<file path="config.mk">
export PLATFORM = sky130hd
export DESIGN_NAME = vgate_regs
export DESIGN_NICKNAME = d
export VERILOG_FILES = /design/src/rtl/vgate_pkg.sv /design/src/rtl/vgate_ctrl.sv /design/src/rtl/vgate_datapath.sv /design/src/rtl/vgate_regs.sv
export SDC_FILE = /design/constraint.sdc
export NUM_CORES = 1
export LEC_CHECK = 0
export BUFFER_PORTS_ARGS = -buffer_cell sky130_fd_sc_hd__buf_2
export CORE_MARGIN = 3
export CORE_UTILIZATION = 50
export CTS_CLUSTER_SIZE = 20
export DETAILED_ROUTE_END_ITERATION = 7
export PLACE_DENSITY = 0.69
export SYNTH_ARGS = -nofsm -noshare
export SYNTH_HDL_FRONTEND = slang
export SYNTH_SLANG_ARGS = --single-unit
</file>
<file path="constraint.sdc">
create_clock -name clk -period 4.35 [get_ports clk]
set_input_delay 0.87 -clock clk [delete_from_list [all_inputs] [get_ports clk]]
set_output_delay 0.87 -clock clk [all_outputs]
set_load 0.02 [all_outputs]
</file>
<file path="src/rtl/vgate_pkg.sv">
package vgate_pkg;

  // Function codes carried in data bits 7:6
  localparam logic [1:0] FN_PEN  = 2'b00;
  localparam logic [1:0] FN_INK  = 2'b01;
  localparam logic [1:0] FN_CTRL = 2'b10;
  localparam logic [1:0] FN_BANK = 2'b11;

  // Fixed data bit positions used by the register functions
  localparam int FN_HI      = 7;
  localparam int FN_LO      = 6;
  localparam int BORDER_BIT = 4;
  localparam int CLR_BIT    = 4;
  localparam int UROM_BIT   = 3;
  localparam int LROM_BIT   = 2;

  typedef struct packed {
    logic penWr;
    logic inkWr;
    logic ctrlWr;
    logic bankWr;
    logic hsyncRise;
  } strobe_t;

endpackage

</file>
<file path="src/rtl/vgate_ctrl.sv">
module vgate_ctrl #(
  parameter int ADDR_W = 16
) (
  input  logic                    clk,
  input  logic                    rstN,
  input  logic                    ioWrEn,
  input  logic [ADDR_W-1:0]       ioAddr,
  input  logic [1:0]              fnCode,
  input  logic                    hsync,
  output vgate_pkg::strobe_t      stb
);
  import vgate_pkg::*;

  localparam int SEL_LO_BIT = ADDR_W - 2;
  localparam int SEL_HI_BIT = ADDR_W - 1;

  logic hsyncQ;
  logic chipSel;

  always_ff @(posedge clk or negedge rstN) begin
    if (!rstN) hsyncQ <= 1'b0;
    else       hsyncQ <= hsync;
  end

  assign chipSel = ioWrEn && !ioAddr[SEL_HI_BIT] && ioAddr[SEL_LO_BIT];

  always_comb begin
    stb           = '0;
    stb.hsyncRise = hsync && !hsyncQ;
    if (chipSel) begin
      unique case (fnCode)
        FN_PEN:  stb.penWr  = 1'b1;
        FN_INK:  stb.inkWr  = 1'b1;
        FN_CTRL: stb.ctrlWr = 1'b1;
        default: stb.bankWr = 1'b1;
      endcase
    end
  end

endmodule

</file>
<file path="src/rtl/vgate_datapath.sv">
module vgate_datapath #(
  parameter int NUM_PENS = 16,
  parameter int COLOUR_W = 5,
  parameter int MODE_W   = 2,
  localparam int ENTRIES = NUM_PENS + 1,
  localparam int IDX_W   = $clog2(ENTRIES)
) (
  input  logic                 clk,
  input  logic                 rstN,
  input  vgate_pkg::strobe_t   stb,
  input  logic [7:0]           wrData,
  input  logic [IDX_W-1:0]     rdIdx,
  output logic [COLOUR_W-1:0]  rdColour,
  output logic [MODE_W-1:0]    modeReq,
  output logic [MODE_W-1:0]    modeActive,
  output logic                 upperRomEn,
  output logic                 lowerRomEn,
  output logic [7:0]           ramBank,
  output logic                 irqCntClr
);
  import vgate_pkg::*;

  localparam int PEN_W = $clog2(NUM_PENS);
  localparam logic [IDX_W-1:0] BORDER_IDX = IDX_W'(NUM_PENS);

  logic [IDX_W-1:0]    penPtr;
  logic [COLOUR_W-1:0] colourFile [ENTRIES];

  // Sticky pen pointer; the border flag overrides the pen number
  always_ff @(posedge clk or negedge rstN) begin
    if (!rstN) begin
      penPtr <= '0;
    end else if (stb.penWr) begin
      if (wrData[BORDER_BIT]) penPtr <= BORDER_IDX;
      else                    penPtr <= IDX_W'(wrData[PEN_W-1:0]);
    end
  end

  // One write-enabled register per colour entry
  for (genvar e = 0; e < ENTRIES; e++) begin : g_entry
    always_ff @(posedge clk or negedge rstN) begin
      if (!rstN)
        colourFile[e] <= '0;
      else if (stb.inkWr && penPtr == IDX_W'(e))
        colourFile[e] <= wrData[COLOUR_W-1:0];
    end
  end

  always_comb begin
    rdColour = '0;
    for (int e = 0; e < ENTRIES; e++) begin
      if (rdIdx == IDX_W'(e)) rdColour = colourFile[e];
    end
  end

  // Control fields, bank byte and the clear pulse
  always_ff @(posedge clk or negedge rstN) begin
    if (!rstN) begin
      modeReq    <= '0;
      upperRomEn <= 1'b1;
      lowerRomEn <= 1'b1;
      ramBank    <= '0;
      irqCntClr  <= 1'b0;
    end else begin
      irqCntClr <= stb.ctrlWr && wrData[CLR_BIT];
      if (stb.ctrlWr) begin
        modeReq    <= wrData[MODE_W-1:0];
        upperRomEn <= !wrData[UROM_BIT];
        lowerRomEn <= !wrData[LROM_BIT];
      end
      if (stb.bankWr) ramBank <= wrData;
    end
  end

  // Pending mode becomes active only on a sync rise
  always_ff @(posedge clk or negedge rstN) begin
    if (!rstN)              modeActive <= '0;
    else if (stb.hsyncRise) modeActive <= modeReq;
  end

endmodule

</file>
<file path="src/rtl/vgate_regs.sv">
module vgate_regs #(
  parameter int ADDR_W   = 16,
  parameter int NUM_PENS = 16,
  parameter int COLOUR_W = 5,
  parameter int MODE_W   = 2,
  localparam int IDX_W   = $clog2(NUM_PENS + 1)
) (
  input  logic                clk,
  input  logic                rstN,
  input  logic                ioWrEn,
  input  logic [ADDR_W-1:0]   ioAddr,
  input  logic [7:0]          ioData,
  input  logic                hsync,
  input  logic [IDX_W-1:0]    rdIdx,
  output logic [COLOUR_W-1:0] rdColour,
  output logic [MODE_W-1:0]   modeReq,
  output logic [MODE_W-1:0]   modeActive,
  output logic                upperRomEn,
  output logic                lowerRomEn,
  output logic [7:0]          ramBank,
  output logic                irqCntClr
);
  import vgate_pkg::*;

  strobe_t stb;

  vgate_ctrl #(.ADDR_W(ADDR_W)) ctrl_i (
    .clk    (clk),
    .rstN   (rstN),
    .ioWrEn (ioWrEn),
    .ioAddr (ioAddr),
    .fnCode (ioData[FN_HI:FN_LO]),
    .hsync  (hsync),
    .stb    (stb)
  );

  vgate_datapath #(
    .NUM_PENS (NUM_PENS),
    .COLOUR_W (COLOUR_W),
    .MODE_W   (MODE_W)
  ) dp_i (
    .clk        (clk),
    .rstN       (rstN),
    .stb        (stb),
    .wrData     (ioData),
    .rdIdx      (rdIdx),
    .rdColour   (rdColour),
    .modeReq    (modeReq),
    .modeActive (modeActive),
    .upperRomEn (upperRomEn),
    .lowerRomEn (lowerRomEn),
    .ramBank    (ramBank),
    .irqCntClr  (irqCntClr)
  );

endmodule

</file>
; ---- After elaboration in Yosys (flattened, before gate mapping)
; Cells that the tools add are included.
[totals]
out_inout_bits = 20
input_bits = 33
ff_bits = 106
elab_cells = 111
[classes]
n_eq_ne = 34
mux = 23
reduce_logical = 29
[op_table]
columns = cell, n
row1 = $mux 5, 18
row2 = $eq 5x4->1 const B, 16
row3 = $eq 5x3->1 const B, 8
row4 = $logic_and 1x1->1, 21
row5 = $eq 5x2->1 const B, 4
row6 = $eq 5x1->1 const B, 2
row7 = $eq 5x5->1 const B, 2
row8 = $logic_not 5->1, 2
row9 = $logic_not 1->1, 4
row10 = $mux 1, 4
row11 = $mux 4, 1
row12 = $reduce_or 3->1, 1
row13 = $eq 2x1->1 const B, 1
row14 = $eq 2x2->1 const B, 1
row15 = $logic_not 2->1, 1

; ---- Logic depth before layout (Yosys ltp)
[logic_depth]
ltp_word = 18
depth_mapped = 8
mapped_depth_nobuf = 5

; ---- Hierarchy
; From an unflattened synthesis, not the netlist that was laid out.
[hier_totals]
cells_unflattened = 444
area_unflattened_um2 = 5195.0
[by_module_without_submodules]
columns = module, instances, area_per_inst_um2, cells_per_inst, seq_area_each_um2
row1 = vgate_datapath, 1, 5122.4, 434, 2630.0
row2 = vgate_ctrl, 1, 72.6, 10, 25.0

; ---- Worst setup path after synthesis
; No wires, ideal clock.
[synth_timing]
kind = input to output
from = input rdIdx[2]
to = output rdColour[0]
t_required_ns = 3.480
setup_slack_ns = 1.009
cell_stages = 7
arrival_time_ns = 2.471
cell_sequence = buf_2 buf_2 buf_1 nor2_1 a2111oi_0 a211oi_1 o21ai_0
[synth_via]
elab_chain_cells = 18
elab_cells_between_ends = 34
[synth_lines]
columns = item, line_no
row1 = from (decl), vgate_regs.sv:14  ; input logic [IDX_W-1:0] rdIdx,
row2 = $logic_not 5->1, vgate_datapath.sv:52  ; if (rdIdx == IDX_W'(e)) rdColour = colourFile[e];
row3 = $mux 5 (16 in a row), vgate_datapath.sv:52
row4 = $mux 5 *, vgate_datapath.sv:52
row5 = to (decl), vgate_regs.sv:15  ; output logic [COLOUR_W-1:0] rdColour,
; Mark *: on every way between the ends. The rest lies on a longest branch, timed or not.

; ---- Worst setup path in the final report
; Ends and elaborated chain as after synthesis.

==> summary.txt <==
Pwr
  • Psw: 0.000620 W
  • Leakage: 2.70 nW
  • Clock power frac: 29.5%
  • Worst VDD drop: 297 uV
  • Combinational power share: 16.4%
  • Sw Share: 28.6%
  • Sequential cell fraction of total power: 54.0%
  • P per Cell Area: 376 nW/um2
  • Pint: 0.00155 W

Clocking
  • CTS tree: yes
  • Post-CTS setup buffers: 0
  • Later-pin clock latency in the skew report: 0.38 ns
  • Clock-pin slew of the registers on the worst-case setup and hold paths: 0.10 ns
  • # resized after CTS: 0
  • CTS Sinks: 106
  • Clock Path Buffers: 2
  • H-tree depth: 3
  • Post-CTS Hold Buffers: 0
  • Clk root buf: clkbuf_8
  • Cts bufs inserted: 9

Timing
  • Period utilisation layout: 86.3%
  • Final clock skew: 0.00972 ns
  • Setup TNS: 0 ns
  • Worst slew pin tran: 0.915 ns
  • RSZ-0062 raised after global routing: false
  • Fin crit period: 3.76 ns
  • Fmax: 0.266 GHz
  • Fin Hold WS: 0.473 ns
  • Finish-stage setup viols: 0
  • Final Hold Fails: 0
  • Final Max Tran Viols: 0
  • Max-Slew Margin vs Limit: 38.1%

Cells and area
  • Fillers: 899
  • Fin util: 57.6%
  • Share of post-route cells with drive strength above 1: 34.7%
  • Diodes inserted: 0
  • Area grow syn2layout: 9.05%
  • Post-Layout Inst Area: 5760 um2
  • Final net count: 506

Global routing
  • Largest net degree at the start of global routing: 48
  • First-pass GRT wire length: 20.3 mm
  • Grt ovf: 0
  • Initial antenna violation count: 0
  • Vias in the first global route: 3747
  • Gr usage total: 22.6%

Placed design
  • IO Port Bufs: 38
  • Placer Congestion: 0.906
  • Area after DPL: 5550 um2
  • HPWL Detailed: 8.47 mm

Yosys
  • Syn nets: 482
  • Synth Register Bits: 106
  • Most frequent cells after synthesis: dfrtp_1, mux2_2, nor2_1
  • Synth top area cells: dfrtp_1, mux2_2, mux2_4
  • Post-synth EDFFs: 0
  • Cells after Synth: 449
  • Synth top area share: 49.3%
  • Distinct cells, synth: 58
  • Yosys warning total: 0
  • Avg Inst Size Synth: 11.8 um2
  • Most frequent cell after synthesis: dfrtp_1
  • Register area share after synthesis: 50.3%
  • Ys async rst share: 100%
  • Synthesized area: 5280 um2
  • Synth area leader: dfrtp_1
  • Synth Flop Type: dfrtp_1

Worst setup path
  • R2r startpoint: dp_i.penPtr[0]
  • Critical path startpoint: rdIdx[2]
  • Critical path class: primary input to primary output
  • Critical path arrival: 2.89 ns
  • Crit Reg-Reg Endpoint: dp_i.colourFile[40]
  • Worst R2R Path Depth: 5
  • CP Launch Type: primary input
  • Critical path capture point type: primary output
  • Flop-to-flop setup slack: 2.37 ns
  • Critical path required time: 3.48 ns
  • Crit path max fanout: 31

Detailed routing
  • Final WL: 12.2 mm
  • DR WL/cell: 20.0 um
  • Initial drt markers: 246
  • Detail Route Antenna Nets: 0
  • Via density: 6.05
  • DRC errors left: 0
  • Vias: 3695
  • DR pass1 iterations: 4

Min path
  • Hold Path Origin: dp_i.ramBank[6]
  • End of the worst hold path: dp_i.ramBank[6]
  • Hold path depth: 1
  • Worst min path class: flop to flop

Floorplan
  • Die span in y: 109 um
  • I/O pin total: 53
  • Width of the die: 109 um
  • Core area: 10000 um2
  • Die area: 11800 um2
  • Initial Utilization: 52.8%
  • Row count: 36

Outcome
  • Outcome: finished, final reports clean

Run
  • Max_cap viols: 0
[stage by stage]
step	worst slack, ns	instances	power (W)
2_1_floorplan	1.01	449	0.00142
3_3_place_gp	0.609	595	0.00153
3_5_place_dp	0.593	595	0.00155
4_1_cts	0.586	611	0.00219
5_1_grt	0.334	611	0.00228
6_report	0.595	611	0.00217
[per-layer routing]
layer  global-route usage [%]  wire (um)
met5                        0          0
met4                     5.95        199
met3                     4.97        902
met2                     35.0       5800
met1                     32.3       5340
[area by class of cell]
| type | instances | area, um2 | share of cell area, % |
|---|---|---|---|
| sequential | 106 | 2660 | 46.1 |
| timing repair buffer | 45 | 245 | 4.26 |
| tap | 133 | 166 | 2.89 |
| inverter | 14 | 52.6 | 0.912 |
| clock buffer | 10 | 138 | 2.39 |
| clock inverter | 6 | 71.3 | 1.24 |
| multi-input combinational | 297 | 2430 | 42.2 |
[power by group through the flow]
stage | logic [W] | clock network [W] | registers (W)
6_report | 0.000356 | 0.000640 | 0.00117
3_5_place_dp | 0.000360 | 0 | 0.00119
2_1_floorplan | 0.000204 | 0 | 0.00121
3_3_place_gp | 0.000350 | 0 | 0.00118
4_1_cts | 0.000360 | 0.000654 | 0.00117
5_1_grt | 0.000392 | 0.000697 | 0.00119
[layout by cell type (no fill, tap or decap), drive strengths merged, types with 3 or more instances in the layout]
master / instances
nor4b: 3
mux2: 97
o21ai: 12
nand2b: 11
inv: 17
clkbuf: 10
or3: 8
buf: 45
nand3b: 7
a31oi: 5
o211ai: 3
nor3b: 6
nor3: 5
nand3: 10
and2: 4
a21oi: 15
nand2: 12
mux2i: 6
o22ai: 9
o221ai: 3
dfrtp: 104
nor2: 27
nor2b: 8
o2111ai: 3
a2111oi: 3
a211o: 4
a211oi: 5
and3b: 3
[flip-flops by register name, summed over array words and instances, names as in the netlist]
signal / count
ctrl_i.hsyncQ: 1
dp_i.upperRomEn: 1
dp_i.irqCntClr: 1
dp_i.colourFile: 85
dp_i.modeReq: 2
dp_i.ramBank: 8
dp_i.lowerRomEn: 1
dp_i.penPtr: 5
dp_i.modeActive: 2
[critical path: stages]
cell	delay, ns
buf_2	0.42
nor2b_1	0.34
a31oi_1	0.13
a2111oi_0	0.49
a211oi_1	0.17
o21ai_0	0.25
buf_2	0.21
[logic make-up (layout without fill, tap and decap cells)]
| kind of cell | Yosys count | in the layout | share of synthesized area [%] |
|---|---|---|---|
| buffers and inverters | 46 | 75 | 3.70 |
| flip-flops | 106 | 106 | 50.3 |
| multiplexers | 104 | 104 | 23.0 |
| AO/OA/AOI/OAI | 77 | 77 | 9.97 |
| AND/OR/NAND/NOR | 116 | 116 | 13.1 |
[worst max path at each step]
stage	endpoint	slack [ns]	cells past startpoint
floorplan	rdColour[0]	1.01	7
global placement	rdColour[4]	0.61	8
detailed placement	rdColour[4]	0.59	8
CTS	rdColour[4]	0.59	8
global route	rdColour[0]	0.33	7
finish	rdColour[0]	0.59	7
Power figures use the tool's default switching activity.
